[src/rtl/hc_wake_pkg.sv]
`timescale 1ns/1ps
package hc_wake_pkg;

  typedef enum logic [1:0] {
    ST_OPER   = 2'd0,
    ST_SUSP   = 2'd1,
    ST_RESUME = 2'd2,
    ST_WAKING = 2'd3
  } wake_state_e;

  // control -> datapath
  typedef struct packed {
    logic upRun;
    logic dnRun;
    logic setResume;
    logic gateOn;
  } wake_strobe_t;

  // datapath -> control
  typedef struct packed {
    logic upDone;
    logic dnExpired;
    logic goOper;
    logic goSusp;
  } wake_flag_t;

  localparam logic [1:0] CODE_OPER   = 2'b10;
  localparam logic [1:0] CODE_SUSP   = 2'b11;
  localparam logic [1:0] CODE_RESUME = 2'b01;
  localparam logic [1:0] CODE_WAKING = 2'b00;

  localparam logic [6:0] ADDR_CTRL = 7'h01;
  localparam logic [6:0] ADDR_STAT = 7'h03;
  localparam logic [6:0] ADDR_IEN  = 7'h04;

  localparam int RESUME_BIT = 6;

  function automatic logic [1:0] modeCode(input wake_state_e s);
    case (s)
      ST_OPER:   modeCode = CODE_OPER;
      ST_SUSP:   modeCode = CODE_SUSP;
      ST_RESUME: modeCode = CODE_RESUME;
      default:   modeCode = CODE_WAKING;
    endcase
  endfunction

endpackage

[src/rtl/hc_wake_ctrl.sv]
`timescale 1ns/1ps
module hc_wake_ctrl
  import hc_wake_pkg::*;
(
  input  logic         clk,
  input  logic         rstN,
  input  logic         wakePin,
  input  logic         chipSel,
  input  logic         busResume,
  input  wake_flag_t   flags,
  output wake_state_e  state,
  output wake_strobe_t strb
);

  wake_state_e stateNext;

  always_comb begin
    stateNext = state;
    case (state)
      ST_OPER: begin
        if (flags.goSusp) stateNext = ST_SUSP;
      end
      ST_SUSP: begin
        if (busResume)         stateNext = ST_RESUME;
        else if (chipSel)      stateNext = ST_WAKING;
        else if (flags.upDone) stateNext = ST_WAKING;
      end
      ST_WAKING: begin
        if (flags.goOper)         stateNext = ST_OPER;
        else if (flags.goSusp)    stateNext = ST_SUSP;
        else if (flags.dnExpired) stateNext = ST_SUSP;
      end
      ST_RESUME: begin
        if (flags.goOper)      stateNext = ST_OPER;
        else if (flags.goSusp) stateNext = ST_SUSP;
      end
      default: stateNext = ST_OPER;
    endcase
  end

  always_ff @(posedge clk) begin
    if (!rstN) state <= ST_OPER;
    else       state <= stateNext;
  end

  always_comb begin
    strb.upRun     = (state == ST_SUSP);
    strb.dnRun     = (state == ST_WAKING);
    strb.setResume = (state == ST_SUSP) && busResume;
    strb.gateOn    = (state != ST_SUSP);
  end

  p_susp_entry_r2: assert property (@(posedge clk) disable iff (!rstN)
    (state == ST_OPER && flags.goSusp) |=> (state == ST_SUSP));

  p_no_early_wake_r3: assert property (@(posedge clk) disable iff (!rstN)
    (state == ST_SUSP && !busResume && !chipSel && !flags.upDone) |=> (state == ST_SUSP));

  p_cs_wake_r6: assert property (@(posedge clk) disable iff (!rstN)
    (state == ST_SUSP && chipSel && !busResume) |=> (state == ST_WAKING));

  p_resume_prio_r7: assert property (@(posedge clk) disable iff (!rstN)
    (state == ST_SUSP && busResume) |=> (state == ST_RESUME));

  p_pin_hold_r5: assert property (@(posedge clk) disable iff (!rstN)
    (state == ST_WAKING && wakePin && !flags.goSusp) |=> (state != ST_SUSP));

  p_resume_stay_r11: assert property (@(posedge clk) disable iff (!rstN)
    (state == ST_RESUME && !flags.goOper && !flags.goSusp) |=> (state == ST_RESUME));

endmodule

[src/rtl/hc_wake_dp.sv]
`timescale 1ns/1ps
module hc_wake_dp
  import hc_wake_pkg::*;
#(
  parameter int unsigned REF_HZ = 12_000_000,
  parameter int unsigned DATA_W = 8
) (
  input  logic              clk,
  input  logic              rstN,
  input  logic              wakePin,
  input  logic              chipSel,
  input  logic              cmdValid,
  input  logic [7:0]        cmdCode,
  input  logic [DATA_W-1:0] cmdData,
  input  wake_strobe_t      strb,
  input  wake_state_e       state,
  output wake_flag_t        flags,
  output logic [DATA_W-1:0] rdData,
  output logic              irq
);

  localparam longint T_UP_L = (longint'(REF_HZ) * 160) / 1000000;
  localparam longint T_DN_L = (longint'(REF_HZ) * 1140) / 1000000;
  localparam int unsigned T_UP = (T_UP_L < 1) ? 1 : int'(T_UP_L);
  localparam int unsigned T_DN = (T_DN_L < 1) ? 1 : int'(T_DN_L);
  localparam int UP_W = $clog2(T_UP + 1);
  localparam int DN_W = $clog2(T_DN + 2);

  logic [UP_W-1:0] upCnt;
  logic [DN_W-1:0] dnCnt;
  logic            resumeDet;
  logic            ienBit;

  logic       isWr;
  logic [6:0] addr;
  logic       wrEn;
  logic       ctrlWr;
  logic       statWr;
  logic       ienWr;

  assign isWr   = cmdCode[7];
  assign addr   = cmdCode[6:0];
  assign wrEn   = cmdValid && isWr && strb.gateOn;
  assign ctrlWr = wrEn && (addr == ADDR_CTRL);
  assign statWr = wrEn && (addr == ADDR_STAT);
  assign ienWr  = wrEn && (addr == ADDR_IEN);

  // wake-up delay timer: counts consecutive high samples in suspend
  always_ff @(posedge clk) begin
    if (!rstN || !strb.upRun || !wakePin) upCnt <= '0;
    else if (upCnt != UP_W'(T_UP)) upCnt <= upCnt + 1'b1;
  end

  // drop-back timer: counts consecutive low samples while waking
  always_ff @(posedge clk) begin
    if (!rstN || !strb.dnRun || wakePin || chipSel) dnCnt <= '0;
    else if (dnCnt != DN_W'(T_DN)) dnCnt <= dnCnt + 1'b1;
  end

  always_comb begin
    flags.upDone    = strb.upRun && wakePin && (upCnt == UP_W'(T_UP - 1));
    flags.dnExpired = strb.dnRun && !wakePin && !chipSel && (dnCnt == DN_W'(T_DN));
    flags.goOper    = ctrlWr && (cmdData[1:0] == CODE_OPER);
    flags.goSusp    = ctrlWr && (cmdData[1:0] == CODE_SUSP);
  end

  always_ff @(posedge clk) begin
    if (!rstN)                                resumeDet <= 1'b0;
    else if (strb.setResume)                  resumeDet <= 1'b1;
    else if (statWr && cmdData[RESUME_BIT])   resumeDet <= 1'b0;
  end

  always_ff @(posedge clk) begin
    if (!rstN)      ienBit <= 1'b0;
    else if (ienWr) ienBit <= cmdData[RESUME_BIT];
  end

  always_comb begin
    rdData = '0;
    if (!isWr) begin
      case (addr)
        ADDR_CTRL: rdData[1:0] = modeCode(state);
        ADDR_STAT: rdData[RESUME_BIT] = resumeDet;
        ADDR_IEN:  rdData[RESUME_BIT] = ienBit;
        default:   rdData = '0;
      endcase
    end
  end

  assign irq = resumeDet && ienBit;

  p_resume_latch_r7: assert property (@(posedge clk) disable iff (!rstN)
    strb.setResume |=> resumeDet);

  p_w1c_clear_r8: assert property (@(posedge clk) disable iff (!rstN)
    (statWr && cmdData[RESUME_BIT] && !strb.setResume) |=> !resumeDet);

  p_w0_keep_r8: assert property (@(posedge clk) disable iff (!rstN)
    (resumeDet && !(statWr && cmdData[RESUME_BIT])) |=> resumeDet);

  p_gated_hold_r10: assert property (@(posedge clk) disable iff (!rstN)
    !strb.gateOn |=> $stable(ienBit));

  p_up_bound_r4: assert property (@(posedge clk) disable iff (!rstN)
    (!wakePin) |=> (upCnt == '0));

endmodule

[src/rtl/hc_wake_seq.sv]
`timescale 1ns/1ps
module hc_wake_seq
  import hc_wake_pkg::*;
#(
  parameter int unsigned REF_HZ = 12_000_000,
  parameter int unsigned DATA_W = 8
) (
  input  logic              clk,
  input  logic              rstN,
  input  logic              wakePin,
  input  logic              chipSel,
  input  logic              busResume,
  input  logic              cmdValid,
  input  logic [7:0]        cmdCode,
  input  logic [DATA_W-1:0] cmdData,
  output logic [DATA_W-1:0] rdData,
  output logic              clkEn,
  output logic              irq
);

  wake_state_e  state;
  wake_strobe_t strb;
  wake_flag_t   flags;

  hc_wake_ctrl ctrl_i (
    .clk       (clk),
    .rstN      (rstN),
    .wakePin   (wakePin),
    .chipSel   (chipSel),
    .busResume (busResume),
    .flags     (flags),
    .state     (state),
    .strb      (strb)
  );

  hc_wake_dp #(
    .REF_HZ (REF_HZ),
    .DATA_W (DATA_W)
  ) dp_i (
    .clk      (clk),
    .rstN     (rstN),
    .wakePin  (wakePin),
    .chipSel  (chipSel),
    .cmdValid (cmdValid),
    .cmdCode  (cmdCode),
    .cmdData  (cmdData),
    .strb     (strb),
    .state    (state),
    .flags    (flags),
    .rdData   (rdData),
    .irq      (irq)
  );

  assign clkEn = strb.gateOn;

endmodule

[config.mk]
export PLATFORM = sky130hd
export DESIGN_NAME = hc_wake_seq
export DESIGN_NICKNAME = d
export VERILOG_FILES = /design/src/rtl/hc_wake_pkg.sv /design/src/rtl/hc_wake_ctrl.sv /design/src/rtl/hc_wake_dp.sv /design/src/rtl/hc_wake_seq.sv
export SDC_FILE = /design/constraint.sdc
export NUM_CORES = 1
export LEC_CHECK = 0
export BUFFER_PORTS_ARGS = -buffer_cell sky130_fd_sc_hd__buf_2
export CORE_UTILIZATION = 49
export CTS_CLUSTER_DIAMETER = 50
export DETAILED_ROUTE_END_ITERATION = 6
export PLACE_DENSITY = 0.82
export SLEW_MARGIN = 20
export SYNTH_ARGS = -nofsm -noshare
export SYNTH_HDL_FRONTEND = slang
export SYNTH_SLANG_ARGS = --single-unit
[constraint.sdc]
create_clock -name clk -period 2.3 [get_ports clk]
set_input_delay 0.115 -clock clk [delete_from_list [all_inputs] [get_ports clk]]
set_output_delay 0.115 -clock clk [all_outputs]
set_load 0.02 [all_outputs]
==> summary.md <==
| Metric | Value |
|---|---|
| Slew at the pin with the worst max-slew slack | 0.552 ns |
| PnR Total Power | 0.828 mW |
| Detail Route Antenna Nets | 0 |
| Worst Reg-to-Reg Cells | 5 |
| Crit end category | flip-flop |
| Clock Latency Late Sink | 0.33 ns |
| Highest ir drop seen on vdd | 0.000349 V |
| Number of inserted diodes | 0 |
| Max-cap violations | 0 |
| Hold Buf Count CTS | 0 |
| Crit-path leading delay family | simple AND/OR/NAND/NOR gates |
| Final Max Slew Viols | 0 |
| Buffers added on ports | 21 |
| Hold wc startpoint | cmdData[6] |
| Width of the chip | 59.5 um |
| Post-Syn Area | 0.00162 mm2 |
| Final WS setup | -0.0957 ns |
| Leakage component of the power | 0.752 nW |
| Root buffer cell | sky130_fd_sc_hd__clkbuf_4 |
| Worst reg2reg path startpoint | dp_i.dnCnt[11] |
| Cell chain of the critical path | or4b_4 -> or4_4 -> o311a_4 -> or4_1 -> a32o_1 |
| Total area of multi-input combinational cells | 990 um2 |
| Worst-case hold path end point | dp_i.ienBit |
| Warnings from Yosys | 0 |
| CTS sink cnt | 29 |
| Final cell utilization of the core | 0.636 |
| Total buffers and inverters traversed by the critical path | 0 |
| Iteration-0 DRC Markers | 138 |
| Min Tclk post-route | 2.40 ns |
| Core outline area | 0.00310 mm2 |
| Final worst path period share | 1.04 |
| Total die area | 0.00354 mm2 |
| Clk buf depth | 2 |
| Max-Slew Margin vs Limit | 0.631 |
| Total DRC errors in the routed layout | 0 |
| Count of final hold-check violations | 0 |
| Total vias in the final route | 1510 |
| Areal power density over the cells | 420 mW/mm2 |
| Post-synth EDFFs | 0 |
| Master of the slowest instance on the critical path | sky130_fd_sc_hd__or4b_4 |
| Post-synthesis register bit count | 29 |
| Failing checks | negative setup slack |
| Layout cell share with drive strength beyond 1 | 0.224 |
| Total congestion overflow | 0 |
| Pre-CTS setup slack | -0.201 ns |
| Data arrival, critical path | 2.63 ns |
| Largest fanout on the critical path | 3 |
| Clock-pin slew of the registers on the worst-case setup and hold paths | 0.09 ns |
| Async SR Flop Fraction | 0 |
| Cell Rows | 20 |
| Wire length of the first global-routing pass | 5660 um |
| Share of total power in sequential cells | 0.606 |
| Number of standard cells after synthesis | 194 |
| Number of antenna violations at the first check in global routing | 0 |
| Weighted congestion reported at the end of routability-driven placement | 0.827 |
| Die span in y | 59.5 um |
| TritonCTS clock tree | built |
| Largest net degree at the start of global routing | 15 |
| Final Hold Slack | 0.0612 ns |
| Path type of the worst min-delay path | in -> reg |
| Top-level I/O count | 32 |
| P&R area growth vs syn | 21.8% |
| Final Setup Violations | 2 |
| Max Freq | 417 MHz |
| Sw frac | 0.237 |
| Detail Placement HPWL | 2630 um |
| Worst path required time | 2.53 ns |
| Length of the first detailed-routing pass in iterations | 5 |
| Number of levels in the clock H-tree | 2 |
| Minimum setup slack among reg-to-reg paths | -0.1 ns |
| Worst Hold Depth | 3 |
| Comb power frac | 0.044 |
| Via count of the first global-routing pass | 1372 |
| Proportion of synthesized chip area in sequential cells | 0.358 |
| Kind of start point of the critical path | flip-flop |
| Proportion of power drawn by the clock network | 0.351 |
| RSZ-0062 raised after global routing | yes |
| Setup TNS | -0.123 ns |
| Storage element area | 582 um2 |
| Overall fraction of global-route tracks in use | 0.215 |
| Largest incremental delay on the critical path | 0.53 ns |
| Setup skew after layout | 0.00852 ns |
| Initial core utilization | 0.523 |
| Most common flop cell mapped by yosys | sky130_fd_sc_hd__dfxtp_1 |
| Avg Synthesized Cell Area | 8.36 um2 |
| Wirelength, routed | 3460 um |
| Fill cell total of the finished layout | 256 |
| Run status | complete, but fails checks |
| Net load switching power | 0.197 mW |
| Net count, final | 272 |
| Internal power | 0.632 mW |
| Number of buffers inserted during clock tree synthesis | 5 |
| Via density per instance | 5.30 |
| Critical path class | reg -> reg |
| Wire length per cell after detailed routing | 12.1 um |
| Library cells used by synthesis | 40 |
| FF-to-FF End | ctrl_i.state[0] |
==> synth_stat cells (2+ instances only) <==
| cell type | n | area, um2 |
|---|---|---|
| sky130_fd_sc_hd__mux2i_1 | 3 | 30.0 |
| sky130_fd_sc_hd__dfxtp_1 | 29 | 581 |
| sky130_fd_sc_hd__nand4_1 | 5 | 31.3 |
| sky130_fd_sc_hd__clkbuf_1 | 2 | 7.51 |
| sky130_fd_sc_hd__a21oi_1 | 4 | 20.0 |
| sky130_fd_sc_hd__ha_1 | 10 | 125 |
| sky130_fd_sc_hd__or3_1 | 3 | 18.8 |
| sky130_fd_sc_hd__xor2_1 | 11 | 96.3 |
| sky130_fd_sc_hd__buf_4 | 5 | 37.5 |
| sky130_fd_sc_hd__a2111oi_0 | 2 | 17.5 |
| sky130_fd_sc_hd__nand3_1 | 11 | 55.1 |
| sky130_fd_sc_hd__nor3_1 | 6 | 30.0 |
| sky130_fd_sc_hd__and3_1 | 5 | 31.3 |
| sky130_fd_sc_hd__o21ai_0 | 5 | 25.0 |
| sky130_fd_sc_hd__nor2b_1 | 2 | 12.5 |
| sky130_fd_sc_hd__and4_1 | 2 | 17.5 |
| sky130_fd_sc_hd__xnor2_1 | 8 | 70.1 |
| sky130_fd_sc_hd__or4_1 | 2 | 15.0 |
| sky130_fd_sc_hd__nor4_1 | 2 | 12.5 |
| sky130_fd_sc_hd__inv_1 | 9 | 33.8 |
| sky130_fd_sc_hd__or4bb_1 | 2 | 22.5 |
| sky130_fd_sc_hd__nand2_1 | 13 | 48.8 |
| sky130_fd_sc_hd__nor2_1 | 36 | 135 |
==> sequential cells by signal, summed over array words and instances, names as in the netlist <==
register and count:
dp_i.dnCnt 14, dp_i.upCnt 11, ctrl_i.state 2, dp_i.ienBit 1
dp_i.resumeDet 1
==> what timing repair did <==
action                                  4_1_cts  5_1_grt
cloned                                        0        0
pin swaps                                     3        1
endpoints found under the setup margin        2        2
buffers inserted                              0        0
gates resized for setup                       1        2
==> per-layer routing <==
layer / track usage / share of wire
met5: 0 / 0
met4: 0.0831 / 0.014
met3: 0.0590 / 0.055
met2: 0.374 / 0.49
met1: 0.250 / 0.44
==> kinds of logic (layout without fill, tap and decap cells) <==
group	after synthesis	in the layout	share of synthesized area
xor+xnor	19	19	0.103
mux	4	4	0.0255
fa+ha+maj	10	10	0.0772
compound gates	20	20	0.0864
other cells	1	5	0.00231
flops	29	29	0.358
simple gates	95	95	0.299
buf+inv	16	59	0.0486
==> stage by stage <==
stage                     instances  cell area [um2]
after global placement          277             1910
after floorplan                 198             1640
final                           285             1970
after global routing            285             1970
after CTS                       285             1960
after detailed placement        277             1910
==> power groups by stage <==
stage | sequential [mW] | combinational (mW) | clock (mW)
after detailed placement | 0.513 | 0.0350 | 0
after CTS | 0.502 | 0.0351 | 0.298
after floorplan | 0.513 | 0.0200 | 0
after global placement | 0.513 | 0.0342 | 0
final | 0.502 | 0.0361 | 0.291
after global routing | 0.502 | 0.0397 | 0.326
==> area by class of cell <==
cell class,count,share of cell area
Tap cell,44,0.0279
Clock inverter,2,0.00507
Timing Repair Buffer,42,0.133
Clock buffer,6,0.0209
Multi-Input combinational cell,153,0.501
Sequential cell,29,0.295
Inverter,9,0.0171
==> worst register-to-register path, cell delays in order (launching register included) <==
cell,delay [ns]
sky130_fd_sc_hd__dfxtp_2,0.33
sky130_fd_sc_hd__or4b_4,0.53
sky130_fd_sc_hd__or4_4,0.50
sky130_fd_sc_hd__o311a_4,0.32
sky130_fd_sc_hd__or4_1,0.40
sky130_fd_sc_hd__a32o_1,0.23
==> placed cells by master (no fill, tap or decap), drive strengths merged, types with 6 or more instances in the layout <==
| cell type | synthesis | layout |
|---|---|---|
| inv | 9 | 9 |
| dfxtp | 29 | 29 |
| nand3 | 11 | 11 |
| ha | 10 | 10 |
| xnor2 | 8 | 8 |
| nor2 | 36 | 36 |
| xor2 | 11 | 11 |
| clkbuf | 2 | 6 |
| nand2 | 13 | 13 |
| buf | 5 | 42 |
| nor3 | 6 | 6 |
==> worst max path at each step <==
stage | start | to | slack [ns] | cells after the start
final | dp_i.dnCnt[11] | ctrl_i.state[0] | -0.1 | 5
after global routing | dp_i.dnCnt[11] | ctrl_i.state[0] | -0.15 | 5
after CTS | dp_i.dnCnt[11] | ctrl_i.state[0] | -0.14 | 5
after detailed placement | dp_i.dnCnt[11] | ctrl_i.state[0] | -0.20 | 5
after global placement | dp_i.dnCnt[11] | ctrl_i.state[0] | -0.17 | 5
after floorplan | dp_i.dnCnt[11] | ctrl_i.state[0] | -0.20 | 5
No activity file was read; power rests on OpenSTA's default activity.
